File: config.mk
export PLATFORM = sky130hd
export DESIGN_NAME = i2c_cond_master
export DESIGN_NICKNAME = d
export VERILOG_FILES = /design/src/rtl/i2c_cond_pkg.sv /design/src/rtl/i2c_line_monitor.sv /design/src/rtl/i2c_quarter_timer.sv /design/src/rtl/i2c_bit_engine.sv /design/src/rtl/i2c_cond_master.sv
export SDC_FILE = /design/constraint.sdc
export NUM_CORES = 1
export LEC_CHECK = 0
export BUFFER_PORTS_ARGS = -buffer_cell sky130_fd_sc_hd__buf_2
export CAP_MARGIN = 0
export CORE_ASPECT_RATIO = 0.8
export CORE_MARGIN = 2
export CORE_UTILIZATION = 50
export CTS_CLUSTER_DIAMETER = 120
export CTS_CLUSTER_SIZE = 8
export DETAILED_ROUTE_END_ITERATION = 10
export PLACE_DENSITY = 0.71
export SKIP_CTS_REPAIR_TIMING = 1
export SYNTH_ARGS = -nofsm -noshare
export SYNTH_HDL_FRONTEND = slang
export SYNTH_SLANG_ARGS = --single-unit
File: constraint.sdc
create_clock -name clk -period 2.1 [get_ports clk]
set_clock_uncertainty 0.1 [all_clocks]
set_input_delay 0.315 -clock clk [delete_from_list [all_inputs] [get_ports clk]]
set_output_delay 0.315 -clock clk [all_outputs]
set_load 0.01 [all_outputs]
File: src/rtl/i2c_cond_pkg.sv
package i2c_cond_pkg;
   typedef enum logic [2:0] {
      E_IDLE,
      E_HOLD,
      E_START,
      E_STOP,
      E_BYTE
   } eng_state_t;

   localparam logic [1:0] A_CTRL = 2'd0;
   localparam logic [1:0] A_DATA = 2'd1;
   localparam logic [1:0] A_STAT = 2'd2;

   localparam int B_STROBE = 0;
   localparam int B_BUSY   = 1;
   localparam int B_ACKEN  = 2;
   localparam int B_MST    = 3;
   localparam int B_TX     = 4;

   localparam int B_ACKF   = 0;
   localparam int B_DONE   = 1;
endpackage

File: src/rtl/i2c_line_monitor.sv
module i2c_line_monitor #(
   parameter int SYNC_STAGES = 2
) (
   input  logic clk,
   input  logic rst_n,
   input  logic scl_in,
   input  logic sda_in,
   output logic sda_s,
   output logic start_det,
   output logic stop_det,
   output logic busy
);
   localparam int N_LINES = 2;

   if (SYNC_STAGES < 2) begin : g_bad_sync
      $error("SYNC_STAGES must be at least 2");
   end

   logic [N_LINES-1:0] raw;
   logic [N_LINES-1:0] synced;
   logic scl_p, sda_p;

   assign raw = {scl_in, sda_in};

   for (genvar g = 0; g < N_LINES; g++) begin : g_sync
      logic [SYNC_STAGES-1:0] chain;
      always_ff @(posedge clk or negedge rst_n) begin
         if (!rst_n) chain <= '1;
         else        chain <= {chain[SYNC_STAGES-2:0], raw[g]};
      end
      assign synced[g] = chain[SYNC_STAGES-1];
   end

   always_ff @(posedge clk or negedge rst_n) begin
      if (!rst_n) begin
         scl_p <= 1'b1;
         sda_p <= 1'b1;
      end else begin
         scl_p <= synced[1];
         sda_p <= synced[0];
      end
   end

   assign sda_s     = synced[0];
   assign start_det = synced[1] & scl_p & sda_p & ~synced[0];
   assign stop_det  = synced[1] & scl_p & ~sda_p & synced[0];

   always_ff @(posedge clk or negedge rst_n) begin
      if (!rst_n)         busy <= 1'b0;
      else if (start_det) busy <= 1'b1;
      else if (stop_det)  busy <= 1'b0;
   end
endmodule

File: src/rtl/i2c_quarter_timer.sv
module i2c_quarter_timer #(
   parameter int QTR_CLKS = 8
) (
   input  logic clk,
   input  logic rst_n,
   input  logic run,
   output logic tick
);
   localparam int CW = (QTR_CLKS > 1) ? $clog2(QTR_CLKS) : 1;
   localparam logic [CW-1:0] LAST = CW'(QTR_CLKS - 1);

   if (QTR_CLKS < 4) begin : g_bad_qtr
      $error("QTR_CLKS must be at least 4");
   end

   logic [CW-1:0] cnt;

   assign tick = run && (cnt == LAST);

   always_ff @(posedge clk or negedge rst_n) begin
      if (!rst_n)    cnt <= '0;
      else if (!run) cnt <= '0;
      else if (tick) cnt <= '0;
      else           cnt <= cnt + 1'b1;
   end
endmodule

File: src/rtl/i2c_bit_engine.sv
module i2c_bit_engine
   import i2c_cond_pkg::*;
#(
   parameter int BYTE_W = 8
) (
   input  logic              clk,
   input  logic              rst_n,
   input  logic              tick,
   input  logic              start_cmd,
   input  logic              stop_cmd,
   input  logic              data_go,
   input  logic [BYTE_W-1:0] tx_byte,
   input  logic              ack_en,
   input  logic              sda_s,
   output eng_state_t        state,
   output logic              run,
   output logic              scl_oe,
   output logic              sda_oe,
   output logic              ack_flag,
   output logic              done
);
   localparam int BW = $clog2(BYTE_W + 1);
   localparam logic [BW-1:0] ACK_BIT  = BW'(BYTE_W);
   localparam logic [BW-1:0] LAST_BIT = BW'(BYTE_W - 1);

   logic [1:0]        step;
   logic [BW-1:0]     bitn;
   logic [BYTE_W-1:0] shreg;

   assign run = (state == E_START) || (state == E_STOP) || (state == E_BYTE);

   always_ff @(posedge clk or negedge rst_n) begin
      if (!rst_n) begin
         state    <= E_IDLE;
         step     <= '0;
         bitn     <= '0;
         shreg    <= '0;
         scl_oe   <= 1'b0;
         sda_oe   <= 1'b0;
         ack_flag <= 1'b0;
         done     <= 1'b0;
      end else begin
         unique case (state)
            E_IDLE, E_HOLD: begin
               if (start_cmd) begin
                  state    <= E_START;
                  step     <= '0;
                  sda_oe   <= 1'b0;
                  ack_flag <= 1'b0;
                  done     <= 1'b0;
               end else if (stop_cmd && state == E_HOLD) begin
                  state  <= E_STOP;
                  step   <= '0;
                  sda_oe <= 1'b1;
               end else if (data_go && state == E_HOLD && !ack_flag) begin
                  state  <= E_BYTE;
                  step   <= '0;
                  bitn   <= '0;
                  shreg  <= tx_byte;
                  sda_oe <= ~tx_byte[BYTE_W-1];
                  done   <= 1'b0;
               end
            end
            E_START: if (tick) begin
               step <= step + 2'd1;
               unique case (step)
                  2'd0: scl_oe <= 1'b0;
                  2'd1: sda_oe <= 1'b1;
                  2'd2: scl_oe <= 1'b1;
                  2'd3: state  <= E_HOLD;
               endcase
            end
            E_STOP: if (tick) begin
               step <= step + 2'd1;
               unique case (step)
                  2'd0: scl_oe <= 1'b0;
                  2'd1: sda_oe <= 1'b0;
                  2'd2: ;
                  2'd3: state  <= E_IDLE;
               endcase
            end
            E_BYTE: if (tick) begin
               step <= step + 2'd1;
               unique case (step)
                  2'd0: scl_oe <= 1'b0;
                  2'd1: ;
                  2'd2: begin
                     scl_oe <= 1'b1;
                     if (bitn == ACK_BIT && ack_en && sda_s) ack_flag <= 1'b1;
                  end
                  2'd3: begin
                     if (bitn == ACK_BIT) begin
                        state <= E_HOLD;
                        done  <= 1'b1;
                     end else begin
                        bitn   <= bitn + 1'b1;
                        shreg  <= shreg << 1;
                        sda_oe <= (bitn == LAST_BIT) ? 1'b0 : ~shreg[BYTE_W-2];
                     end
                  end
               endcase
            end
            default: state <= E_IDLE;
         endcase
      end
   end
endmodule

File: src/rtl/i2c_cond_master.sv
module i2c_cond_master
   import i2c_cond_pkg::*;
#(
   parameter int QTR_CLKS    = 8,
   parameter int SYNC_STAGES = 2
) (
   input  logic       clk,
   input  logic       rst_n,
   input  logic       wr_en,
   input  logic [1:0] wr_addr,
   input  logic [7:0] wr_data,
   input  logic [1:0] rd_addr,
   output logic [7:0] rd_data,
   input  logic       scl_in,
   input  logic       sda_in,
   output logic       scl_oe,
   output logic       sda_oe
);
   logic       ack_en_q, mst_q, tx_q;
   logic [7:0] data_q;
   logic       cmd_ok, start_cmd, stop_cmd, data_go;
   logic       tick, run, sda_s, start_det, stop_det, busy;
   logic       ack_flag, done;
   eng_state_t eng_state;

   assign cmd_ok    = wr_en && (wr_addr == A_CTRL) && !wr_data[B_STROBE] && mst_q && tx_q;
   assign start_cmd = cmd_ok && wr_data[B_BUSY];
   assign stop_cmd  = cmd_ok && !wr_data[B_BUSY];
   assign data_go   = wr_en && (wr_addr == A_DATA);

   always_ff @(posedge clk or negedge rst_n) begin
      if (!rst_n) begin
         ack_en_q <= 1'b0;
         mst_q    <= 1'b0;
         tx_q     <= 1'b0;
         data_q   <= '0;
      end else if (wr_en) begin
         if (wr_addr == A_CTRL) begin
            ack_en_q <= wr_data[B_ACKEN];
            mst_q    <= wr_data[B_MST];
            tx_q     <= wr_data[B_TX];
         end
         if (wr_addr == A_DATA) data_q <= wr_data;
      end
   end

   always_comb begin
      rd_data = '0;
      unique case (rd_addr)
         A_CTRL: begin
            rd_data[B_STROBE] = 1'b1;
            rd_data[B_BUSY]   = busy;
            rd_data[B_ACKEN]  = ack_en_q;
            rd_data[B_MST]    = mst_q;
            rd_data[B_TX]     = tx_q;
         end
         A_DATA: rd_data = data_q;
         A_STAT: begin
            rd_data[B_ACKF] = ack_flag;
            rd_data[B_DONE] = done;
         end
         default: rd_data = '0;
      endcase
   end

   i2c_line_monitor #(.SYNC_STAGES(SYNC_STAGES)) u_mon (
      .clk(clk), .rst_n(rst_n), .scl_in(scl_in), .sda_in(sda_in),
      .sda_s(sda_s), .start_det(start_det), .stop_det(stop_det), .busy(busy)
   );

   i2c_quarter_timer #(.QTR_CLKS(QTR_CLKS)) u_tmr (
      .clk(clk), .rst_n(rst_n), .run(run), .tick(tick)
   );

   i2c_bit_engine #(.BYTE_W(8)) u_eng (
      .clk(clk), .rst_n(rst_n), .tick(tick),
      .start_cmd(start_cmd), .stop_cmd(stop_cmd), .data_go(data_go),
      .tx_byte(wr_data), .ack_en(ack_en_q), .sda_s(sda_s),
      .state(eng_state), .run(run), .scl_oe(scl_oe), .sda_oe(sda_oe),
      .ack_flag(ack_flag), .done(done)
   );
endmodule

==> results, run 1 <==
- The number of DRC violations after detailed-routing iteration 0 is 109.
- The share of power burned in the clock network is 0.384.
- The total power after layout is 1650 uW.
- The peak ir drop on the vdd network is ~0.46 mV.
- The family of cells with the greatest summed delay on the critical path is simple AND/OR/NAND/NOR gates.
- The per-instance average area after synthesis is about 10 um^2.
- 0 antenna diodes ended up in the layout.
- The net count of the finished layout is 269.
- Summed over all nets, the switching power comes to 377 uW.
- The vertical die dimension is about 60 um.
- The number of global-route vias before repair is 1,491.
- The HPWL after detailed placement is 3.37 mm.
- The cell type with the highest aggregate area in the netlist is dfrtp_1.
- The growth of design area from synthesis to finish is 19.0%.
- The share of async-settable or async-resettable flops after synthesis is 1.00.
- The final-report hold violation count came to 35.
- The share of synthesized area in the top cell type comes to 0.422.
- The met2 wire length is a little under 2 mm.
- The internal power summed over all cells is between 1000 and 1500 uW.
- Summed over all cells, the static leakage comes to approximately 0.0011 uW.
- The die footprint is ~4700 um^2.
- Across the whole layout, storage elements account for between 1000 and 1500 um^2.
- Once placement completed, the tool counted placed cells totaling 292.
- For this run, the leading register cell type out of synthesis is dfrtp_1.
- The run finished, with violations left.
- The most common cell in the synthesized netlist is dfrtp_1.
- The arrival time at the worst endpoint is between 2000 and 2500 ps.
- The number of remaining DRC errors is 0.
- The number of core rows is 20.
- The switching part of the total power is 0.228.
- The via density per instance is around 5.4.
- Counting instances in the post-synthesis netlist gives the leading cell types as dfrtp_1 (35), nor2_1 (24), o21ai_0 (16).
- The sequential share of power is 0.527.
- The depth of the most critical reg-to-reg path is 5.
- The mapped netlist covers between 2000 and 2500 um^2.
- The die span in x is around 76 um.
- The number of pins exceeding their max-slew limit in the final report was 0.
- The critical path goes through or3b_4 -> or4_4 -> nand2_4 -> nor2_1 -> nor3_1.
- In the final routing, the length of wire on met1 measures roughly 2.4 mm.
- The overall routing resource usage is 0.211.
- The initial antenna violation count is 0.
- Buffers placed on the I/O ports in this run total 26.
- The critical path contains buffers and inverters numbering 0 combined.
- The sequential share of the synthesized area is 0.498.
- The total area inside the core boundary comes to 3880 um^2.
- When the netlist entered floorplanning its net count stood at 230.
- The sum of overflow across all layers after global routing is 0.
- The largest buffer count on any clock path is 2.
- The detail route stage leaves a number of antenna-violating nets equal to 0.
- The final estimated routing congestion in global placement is just under 0.9.
- The global-route wire length before repair is 7.47 mm.
- Sorting the synthesized cells by area gives the leading types as dfrtp_1 (42%), dfstp_2 (7.6%), mux2_2 (6.0%).
- 27 I/O pins were placed.
- The TritonCTS clock tree is built.
- The multi-input gate area in the final layout is approximately 1000 um^2.
- The share of final-layout standard cells stronger than drive strength 1 is 0.298.
- The clock latency at the later pin of the worst-skew pair is between 200 and 300 ps.
- The sink count of the clock tree is around 40.
- The filler cells instantiated in the layout total between 300 and 400.
- The reg-to-reg critical path endpoint is u_eng.shreg[1].
- Summed over all nets, wire length on met3 after detailed routing comes to about 140 um.
- The largest net degree at the start of global routing is 42.
- The post-synthesis register bit count is slightly above 40.
- The tightest hold path in the finished design has a slack of -26.3 ps.
- The number of clock buffers inserted by TritonCTS is 5.
- The warning count from the yosys run is 0.
- The largest single stage delay on the critical path is a little under 600 ps.
- Signal routing reaches up to met4.
- The worst setup path is launched from a register.
- The clock period minus worst slack is 2050 ps.
- After clock tree synthesis, the clock-pin slew on the worst setup and hold paths is roughly 90 ps.
- Before antenna repair, the detailed router went through 4 iterations.
- The critical path endpoint category is a register.
- For flop-to-flop paths, the worst setup slack is about 50 ps.
- In the final routed layout, each cell accounts on average for 14.9 um.
- Synthesis instantiated between 40 and 50 different standard cells from the library.
- For the worst setup path, the data required time is ~2200 ps.
- The proportion of power drawn by combinational gates is 0.089.
- The final reports fail on negative hold slack.
- The startpoint of the most critical register-to-register path is u_eng.state[0].
- Summed over all failing endpoints, the final setup total negative slack is 0 ps.
- The maximum fanout count along the critical path is 9.
- The finished layout holds 300 standard cells, fillers aside.
- Setup violations remaining at the end of the flow were counted as 0.
- The min-delay analysis places its worst path in the category input pin to async pin.
- Based on the critical path, the design can be clocked at up to 488 MHz.
- For the pin with the worst max-slew slack, the measured transition is ~500 ps.
- The total number of vias is about 1,600.
- The kind of critical path is register to register.
- Setup repair after global routing left no endpoint under its margin.
- The initial utilization of the core area, before any placement, comes to 0.535.
- The total number of H-tree levels is 2.
- The number of enable-type register cells in the synthesized netlist is 0.
- The share of the cycle needed by the critical path after routing is 0.976.
- The tool flagged a number of max-cap violations equal to 0.
- The routed design has 4.48 mm of wire.
- Headroom to the max-slew limit came out at 0.666.
- Among all stages on the critical path, the largest delay is contributed by or4_4.
- At the end of the flow the core is filled with cells to 0.636.
- In the synthesized netlist, the number of instances is ~210.
- The cell sitting at the root of the clock tree is a clkbuf_8.
- The areal power density over the cells is 669 nW/um^2.
==> kinds of logic (layout without fill, tap and decap cells) <==
group                      Yosys count  in the layout  synth area share
xor gates and xnor gates             2              2           0.00845
and+or+nand+nor                     87             87             0.223
muxes                               17             17            0.0887
DFF                                 41             41             0.498
buffers and inverters               13             53            0.0253
adders and majority gates            8              8            0.0483
AOI/OAI and AO/OA                   37             37             0.108
==> through the flow <==
step / instance area, um^2 / worst slack, ps
2_1_floorplan: 2070 / 261
3_3_place_gp: 2340 / 182
3_5_place_dp: 2340 / 128
4_1_cts: 2460 / 46.9
5_1_grt: 2470 / 1.27
6_report: 2470 / 49.8
==> state kept, by name, indices dropped and copies added, names as in the netlist, 2 cells and up <==
signal,cells
u_mon.g_sync.chain,4
u_eng.state,3
u_eng.bitn,4
data_q,8
u_tmr.cnt,3
u_eng.step,2
u_eng.shreg,7
==> power groups by stage <==
stage          clock network [uW]  logic (uW)  registers [uW]
6_report                      634         147             869
5_1_grt                       683         162             876
4_1_cts                       650         149             869
3_5_place_dp                    0         149             885
3_3_place_gp                    0         144             882
2_1_floorplan                   0        80.6             874
==> worst reg2reg max path, cell delays in order, from the launching register on <==
cell and delay (ps):
dfrtp_1 390, or3b_4 440, or4_4 590, nand2_4 140
nor2_1 60, nor3_1 230
==> how the worst max path moves through the flow <==
stage,from,end,slack [ps],cells after the start
2_1_floorplan,u_eng.state[0],u_eng.bitn[3],260,5
3_5_place_dp,u_eng.state[0],u_eng.shreg[3],130,5
5_1_grt,u_eng.bitn[0],u_eng.shreg[1],1,7
3_3_place_gp,u_eng.state[0],u_eng.shreg[4],180,5
4_1_cts,u_eng.state[0],u_eng.shreg[1],50,5
6_report,u_eng.state[0],u_eng.shreg[1],50,5
==> placed cells by master (no fill, tap or decap), types with 8 or more instances in the layout <==
| cell type | Yosys | layout |
|---|---|---|
| nor3_1 | 14 | 14 |
| o21ai_0 | 16 | 16 |
| dfrtp_1 | 35 | 35 |
| buf_2 | 3 | 26 |
| buf_4 | 0 | 14 |
| mux2_2 | 11 | 11 |
| nor2_1 | 24 | 23 |
| a21oi_1 | 8 | 8 |
| nand2_1 | 12 | 12 |
| ha_1 | 8 | 8 |
==> layer usage <==
metal | vias to the layer above | track usage
met3 | 5 | 0.0455
li1 | 810 | -
met2 | 27 | 0.327
met5 | - | 0
met4 | 0 | 0.0623
met1 | 788 | 0.307
==> layout make-up <==
| class | count | share of cell area |
|---|---|---|
| sequential | 41 | 0.419 |
| multi-input combinational | 151 | 0.403 |
| timing repair buffer | 40 | 0.0954 |
| clock buffer | 5 | 0.0279 |
| tap | 55 | 0.0279 |
| clock inverter | 3 | 0.0188 |
| inverter | 5 | 0.00761 |
Power figures use the tool's default switching activity.
==> run 2, diff against run 1 <==
- PLACE_DENSITY: 0.71 -> 0.7
- SYNTH_HIERARCHICAL: not set -> 1
==> results, run 2 <==
- The initial core utilization is 0.520 (was 0.535).
- The measured slew at the worst slew-check pin is 416 ps (was 501 ps).
- The aggregate routed wire length is 4.68 mm (was 4.48 mm).
- The vertical die dimension is 62.7 um (was 61.6 um).
- The initial antenna violation count is 0 (unchanged).
- The accumulated negative setup slack is -743 ps (was 0 ps).
- The multi-input gate area in the final layout is 1110 um^2 (was 995 um^2).
- The warning count from the yosys run is 6 (was 0).
- The final estimated routing congestion in global placement is 0.835 (was 0.872).
- The minimum setup slack in the final design is -112 ps (was 49.8 ps).
- Violated checks: negative setup slack (was negative hold slack).
- The placeable core region was 4150 um^2 (was 3880 um^2).
- The sort of element at the start of the critical path is a register (unchanged).
- The arrival time at the worst endpoint is 2350 ps (was 2140 ps).
- The data required time at the worst endpoint is 2240 ps (was 2190 ps).
- The worst slew margin relative to its limit is 0.723 (was 0.666).
- The count of fill cells added during filler insertion is 335 (was 331).
- The most frequent standard cell in the layout excluding fill and tap cells is dfrtp_1 (unchanged).
- The routed wirelength normalized by instance count came to 14.5 um (was 14.9 um).
- Registers with the most flip-flops: data_q: 8 flops, u_eng/shreg: 7 flops (was data_q: 8 flops, u_eng.shreg: 7 flops).
- The final count of negative-setup-slack endpoints is 13 (was 0).
- The die span in x is 77.4 um (was 76.0 um).
- The cell leakage power was 0.00134 uW (was 0.00112 uW).
- The maximum fanout count along the critical path is 4 (was 9).
- The number of instances in the placed design was 309 (was 292).
- The number of pins exceeding their max-slew limit in the final report is 0 (unchanged).
- The post-DP HPWL was 3.39 mm (was 3.37 mm).
- The worst hold path begins at wr_data[5].
- Leading cell types in the layout, fill and taps excluded: dfrtp_1 (35), buf_4 (33), buf_2 (26) (was dfrtp_1 (35), buf_2 (26), nor2_1 (23)).
- The max capacitance violation total came to 0 (unchanged).
- The startpoint of the most critical register-to-register path is u_eng/state[0] (was u_eng.state[0]).
- The areal power density over the cells is 1080 nW/um^2 (was 669 nW/um^2).
- The global-route wire length before repair is 7.83 mm (was 7.47 mm).
- The clock-pin slew of the registers on the worst-case setup and hold paths is 80 ps (was 90 ps).
- The final cell count without fillers was 323 (was 300).
- The overall routing resource usage was 0.210 (was 0.211).
- The clock latency at the later pin of the worst-skew pair is 300 ps (was 290 ps).
- The share of final-layout standard cells stronger than drive strength 1 is 0.398 (was 0.298).
- The register cell area after layout is 1030 um^2 (unchanged).
- The per-instance average area after synthesis is 10.7 um^2 (was 10.1 um^2).
- The total of buffers placed on input and output ports is 26 (unchanged).
- The sum of overflow across all layers after global routing came to 0 (unchanged).
- The register with the most flip-flops is data_q (unchanged).
- The peak ir drop on the vdd network is 0.549 mV (was 0.456 mV).
- The number of antenna repair diodes came to 0 (unchanged).
- Outcome: finished, violations left (unchanged).
- The total number of H-tree levels is 2 (unchanged).
- The TritonCTS clock tree is built (unchanged).
- The largest net degree at the start of global routing is 20 (was 42).
- The final-report hold violation count was 0 (was 35).
- The number of global-route vias before repair is 1,623 (was 1,491).
- The number of nets in the synthesized netlist is 227 (was 230).
- The achievable clock frequency is 452 MHz (was 488 MHz).
- The final-stage net count is 290 (was 269).
- The final design area excluding fillers is 2790 um^2 (was 2470 um^2).
- The growth of design area from synthesis to finish is 29.5% (was 19.0%).
- The largest buffer count on any clock path is 2 (unchanged).
- The number of top-level pins was 27 (unchanged).
- The clock period minus worst slack is 2210 ps (was 2050 ps).
- The kind of critical path is register to register (unchanged).
- Unrepaired setup endpoints after global routing: yes (was no).
- The die footprint came to 4860 um^2 (was 4680 um^2).
- The total number of vias was 1,723 (was 1,630).
- The share of the cycle needed by the critical path after routing is 1.05 (was 0.976).
- The number of core rows is 21 (was 20).
- The number of remaining DRC errors is 0 (unchanged).
- The clock tree root buffer cell is clkbuf_8 (unchanged).
- The cell area after placement is 2570 um^2 (was 2340 um^2).
- The worst min-delay path class is input pin to register (was input pin to async pin).
- The via density per instance was 5.33 (was 5.43).
- The number of antenna-violating nets in the routed design is 0 (unchanged).
- The combined area of all synthesized cells came to 2160 um^2 (was 2070 um^2).
- The number of flip-flops under the largest register name is 8 (unchanged).
- The launch point of the critical path was u_eng/state[0] (was u_eng.state[0]).
- The sink count of the clock tree is 41 (unchanged).
- The number of DRC violations after detailed-routing iteration 0 is 94 (was 109).
- The number of clock buffers inserted by TritonCTS is 5 (unchanged).
- The first-pass detailed-route iteration total was 4 (unchanged).
- The final core utilization was 0.673 (was 0.636).
- The critical path endpoint category is a register (unchanged).
- The gate count of the mapped netlist is 202 (was 205).
[run 2: cell count changes in the layout (fill, tap and decap cells not counted), sizes merged, moves of 4 or more]
cell	delta
nor2	-14
o21ai	-4
inv	+6
nand2	+8
buf	+20
nor3	-13
mux2i	+5
[run 2: report_power, final]
| part | internal, uW | switching, uW | total [uW] |
|---|---|---|---|
| Combinational | 707 | 703 | 1410 |
| Sequential | 984 | 107 | 1090 |
| Clock | 236 | 291 | 527 |
[run 2: layout make-up]
cell class,instances,share of cell area
Multi-Input combinational cell,142,0.397
Sequential cell,41,0.370
Timing Repair Buffer,64,0.160
Tap cell,57,0.0255
Clock buffer,5,0.0246
Inverter,11,0.0148
Clock inverter,3,0.00806
[run 2: final timing paths]
path,cells past startpoint,endpoint,slack (ps)
worst max-delay path,8,u_eng/bitn[3],-110
worst min-delay path,2,data_q[5],170
worst max register to register,8,u_eng/bitn[3],-110
worst min register to register,0,u_mon/g_sync[1].chain[1],260
max in group asynchronous,3,u_mon/sda_p,940
min in group asynchronous,2,data_q[2],380
[run 2: worst max-delay path, stage by stage, from the launching register on]
cell	delay (ps)
dfrtp_1	390
or3b_4	410
nand2_4	70
and2_4	170
nand2b_4	50
a21oi_2	150
nand4b_1	210
or4_1	510
nand3_1	90
[run 2: stage by stage]
| step | power, uW | setup slack [ps] | hold WS, ps |
|---|---|---|---|
| detailed placement | 2320 | -298 | 165 |
| CTS | 2840 | -244 | -170 |
| floorplan | 1870 | -177 | -80.6 |
| global placement | 2290 | -274 | 166 |
| global route | 3230 | -197 | 168 |
| finish | 3030 | -112 | 171 |
[run 2: routing by layer]
layer | track usage | wire length [um] | up-vias
li1 | - | - | 848
met1 | 0.304 | 2330 | 823
met2 | 0.309 | 2060 | 45
met3 | 0.0520 | 195 | 7
met4 | 0.0737 | 88 | 0
met5 | 0 | 0 | -
==> run 3, diff against run 2 <==
--- a/config.mk
+++ b/config.mk
@@ -7,2 +7,3 @@
 export LEC_CHECK = 0
+export ABC_CLOCK_PERIOD_IN_PS = 2100
 export BUFFER_PORTS_ARGS = -buffer_cell sky130_fd_sc_hd__buf_2
==> constraint.sdc (replaced) <==
create_clock -name clk -period 2.1 [get_ports clk]
set_clock_uncertainty 0.1 [all_clocks]
set_input_delay 0.42 -clock clk [delete_from_list [all_inputs] [get_ports clk]]
set_output_delay 0.42 -clock clk [all_outputs]
set_load 0.01 [all_outputs]
==> results, run 3 (synthesized netlist as in run 2, its figures left out) <==
- Outcome: finished, violations left (unchanged).
- Violated checks: negative hold slack, negative setup slack (was negative setup slack).
- The number of remaining DRC errors was 0 (unchanged).
- The achievable clock frequency was 474 MHz (was 452 MHz).
- The minimum setup slack in the final design is -7.59 ps (was -112 ps).
- The total number of vias is 1,690 (was 1,723).
- The number of antenna-violating nets in the routed design is 0 (unchanged).
- The worst min-delay path class is input pin to async pin (was input pin to register).
- The post-DP HPWL is 3.28 mm (was 3.39 mm).
- The arrival time at the worst endpoint is 2240 ps (was 2350 ps).
- The sum of overflow across all layers after global routing was 0 (unchanged).
- The count of fill cells added during filler insertion came to 326 (was 335).
- The switching power of the nets was 1060 uW (was 1100 uW).
- Unrepaired setup endpoints after global routing: yes (unchanged).
- The share of power burned in the clock network came to 0.237 (was 0.174).
- The proportion of power drawn by combinational gates was 0.425 (was 0.466).
- The reg2reg setup slack is -8 ps (was -110 ps).
- The accumulated negative setup slack is -7.59 ps (was -743 ps).
- The first-pass detailed-route iteration total came to 4 (unchanged).
- The sequential share of power came to 0.338 (was 0.360).
- The data required time at the worst endpoint was 2230 ps (was 2240 ps).
- The startpoint of the most critical register-to-register path is u_eng/state[1] (was u_eng/state[0]).
- The die footprint is 4860 um^2 (unchanged).
- The largest net degree at the start of global routing came to 25 (was 20).
- The worst slew margin relative to its limit was 0.649 (was 0.723).
- The final estimated routing congestion in global placement is 0.823 (was 0.835).
- The clock-pin slew of the registers on the worst-case setup and hold paths is 80 ps (about the same).
- The largest buffer count on any clock path was 2 (unchanged).
- The placeable core region is 4150 um^2 (unchanged).
- The peak ir drop on the vdd network is 0.567 mV (was 0.549 mV).
- The overall routing resource usage is 0.199 (was 0.210).
- The growth of design area from synthesis to finish is 28.8% (was 29.5%).
- The critical path endpoint category is a register (unchanged).
- The initial antenna violation count is 0 (unchanged).
- The total number of H-tree levels came to 2 (unchanged).
- The final-stage net count is 285 (was 290).
- The internal power summed over all cells is 2140 uW (was 1930 uW).
- The clock latency at the later pin of the worst-skew pair came to 290 ps (was 300 ps).
- The final hold slack is -2.71 ps (was 171 ps).
- The pre-CTS setup slack is -434 ps (was -298 ps).
- The maximum fanout count along the critical path was 3 (was 4).
- The switching part of the total power was 0.331 (was 0.364).
- The global-route wire length before repair is 7.64 mm (was 7.83 mm).
- The number of clock buffers inserted by TritonCTS is 5 (unchanged).
- The areal power density over the cells is 1150 nW/um^2 (was 1080 nW/um^2).
- The clock tree root buffer cell is clkbuf_8 (unchanged).
- The reg-to-reg critical path endpoint is u_eng/state[0] (was u_eng/bitn[3]).
- The cell leakage power is 0.00133 uW (was 0.00134 uW).
- The number of top-level pins is 27 (unchanged).
- The final core utilization is 0.669 (was 0.673).
- The number of antenna repair diodes is 0 (unchanged).
- The TritonCTS clock tree is built (unchanged).
- The vertical die dimension is 62.7 um (unchanged).
- The routed wirelength normalized by instance count came to 14.1 um (was 14.5 um).
- The aggregate routed wire length is 4.49 mm (was 4.68 mm).
- The number of flip-flops under the largest register name was 8 (unchanged).
- The kind of critical path is register to register (unchanged).
- The measured slew at the worst slew-check pin is 526 ps (was 416 ps).
- The sort of element at the start of the critical path was a register (unchanged).
- The share of the cycle needed by the critical path after routing came to 1.00 (was 1.05).
- The total of buffers placed on input and output ports is 26 (unchanged).
- The depth of the most critical reg-to-reg path is 7 (was 8).
- Registers with the most flip-flops: data_q: 8 flops, u_eng/shreg: 7 flops (unchanged).
- Leading cell types in the layout, fill and taps excluded: dfrtp_1 (35), buf_4 (33), buf_2 (26) (unchanged).
- The sink count of the clock tree is 41 (unchanged).
- The number of DRC violations after detailed-routing iteration 0 is 105 (was 94).
- The share of final-layout standard cells stronger than drive strength 1 is 0.398 (about the same).
- The via density per instance was 5.31 (was 5.33).
- The clock period minus worst slack is 2110 ps (was 2210 ps).
- The final count of negative-setup-slack endpoints came to 1 (was 13).
- The most frequent standard cell in the layout excluding fill and tap cells is dfrtp_1 (unchanged).
- The register with the most flip-flops is data_q (unchanged).
- The die span in x is 77.4 um (unchanged).
- The number of global-route vias before repair is 1,663 (was 1,623).
- The initial core utilization came to 0.520 (unchanged).
- The max capacitance violation total was 0 (unchanged).
- The final-report hold violation count is 2 (was 0).
- The number of core rows is 21 (unchanged).
- The number of pins exceeding their max-slew limit in the final report is 0 (unchanged).
run 3: routing by layer:
layer | wire length, um | share of wire | track usage | vias up
met5 | 0 | 0 | 0 | -
met2 | 2050 | 0.46 | 0.310 | 43
li1 | - | - | - | 836
met1 | 2200 | 0.49 | 0.277 | 807
met3 | 211 | 0.047 | 0.0477 | 4
met4 | 35 | 0.0078 | 0.0625 | 0
run 3: worst max-delay path, cell delays in order, from the launching register on:
cell and delay, ps:
dfrtp_1 380, or3b_4 410, nand2_4 70, and2_4 150
a21oi_2 30, or4b_4 500, or3_1 320, nand3_1 90
run 3: stage by stage:
stage | power [uW] | instance area (um^2) | instances
2_1_floorplan | 1870 | 2170 | 202
3_3_place_gp | 2300 | 2560 | 308
3_5_place_dp | 2330 | 2560 | 308
4_1_cts | 3090 | 2700 | 316
5_1_grt | 3430 | 2780 | 318
6_report | 3200 | 2780 | 318
run 3: power by group through the flow:
stage               logic (uW)  registers (uW)  clock network (uW)
floorplan                  783            1090                   0
global placement          1210            1090                   0
detailed placement        1230            1100                   0
CTS                       1230            1080                 772
global route              1500            1110                 812
finish                    1360            1080                 758
run 3: worst max-delay path by stage:
| stage | start | endpoint | slack (ps) | cells after the start |
|---|---|---|---|---|
| 6_report | u_eng/state[1] | u_eng/state[0] | -8 | 7 |
| 5_1_grt | u_eng/bitn[0] | u_eng/state[0] | -70 | 7 |
| 4_1_cts | tx_q | u_eng/state[0] | -290 | 8 |
| 3_5_place_dp | wr_en | u_eng/state[0] | -430 | 9 |
| 3_3_place_gp | wr_en | u_eng/state[0] | -380 | 9 |
| 2_1_floorplan | u_eng/state[1] | u_eng/state[0] | -180 | 8 |
run 3: cell type report:
type | instances | area [um^2] | share of cell area
multi-input combinational | 142 | 1120 | 0.402
sequential | 41 | 1030 | 0.372
timing repair buffer | 59 | 378 | 0.136
tap | 57 | 71.3 | 0.0257
clock buffer | 5 | 68.8 | 0.0248
clock inverter | 3 | 68.8 | 0.0248
inverter | 11 | 41.3 | 0.0149
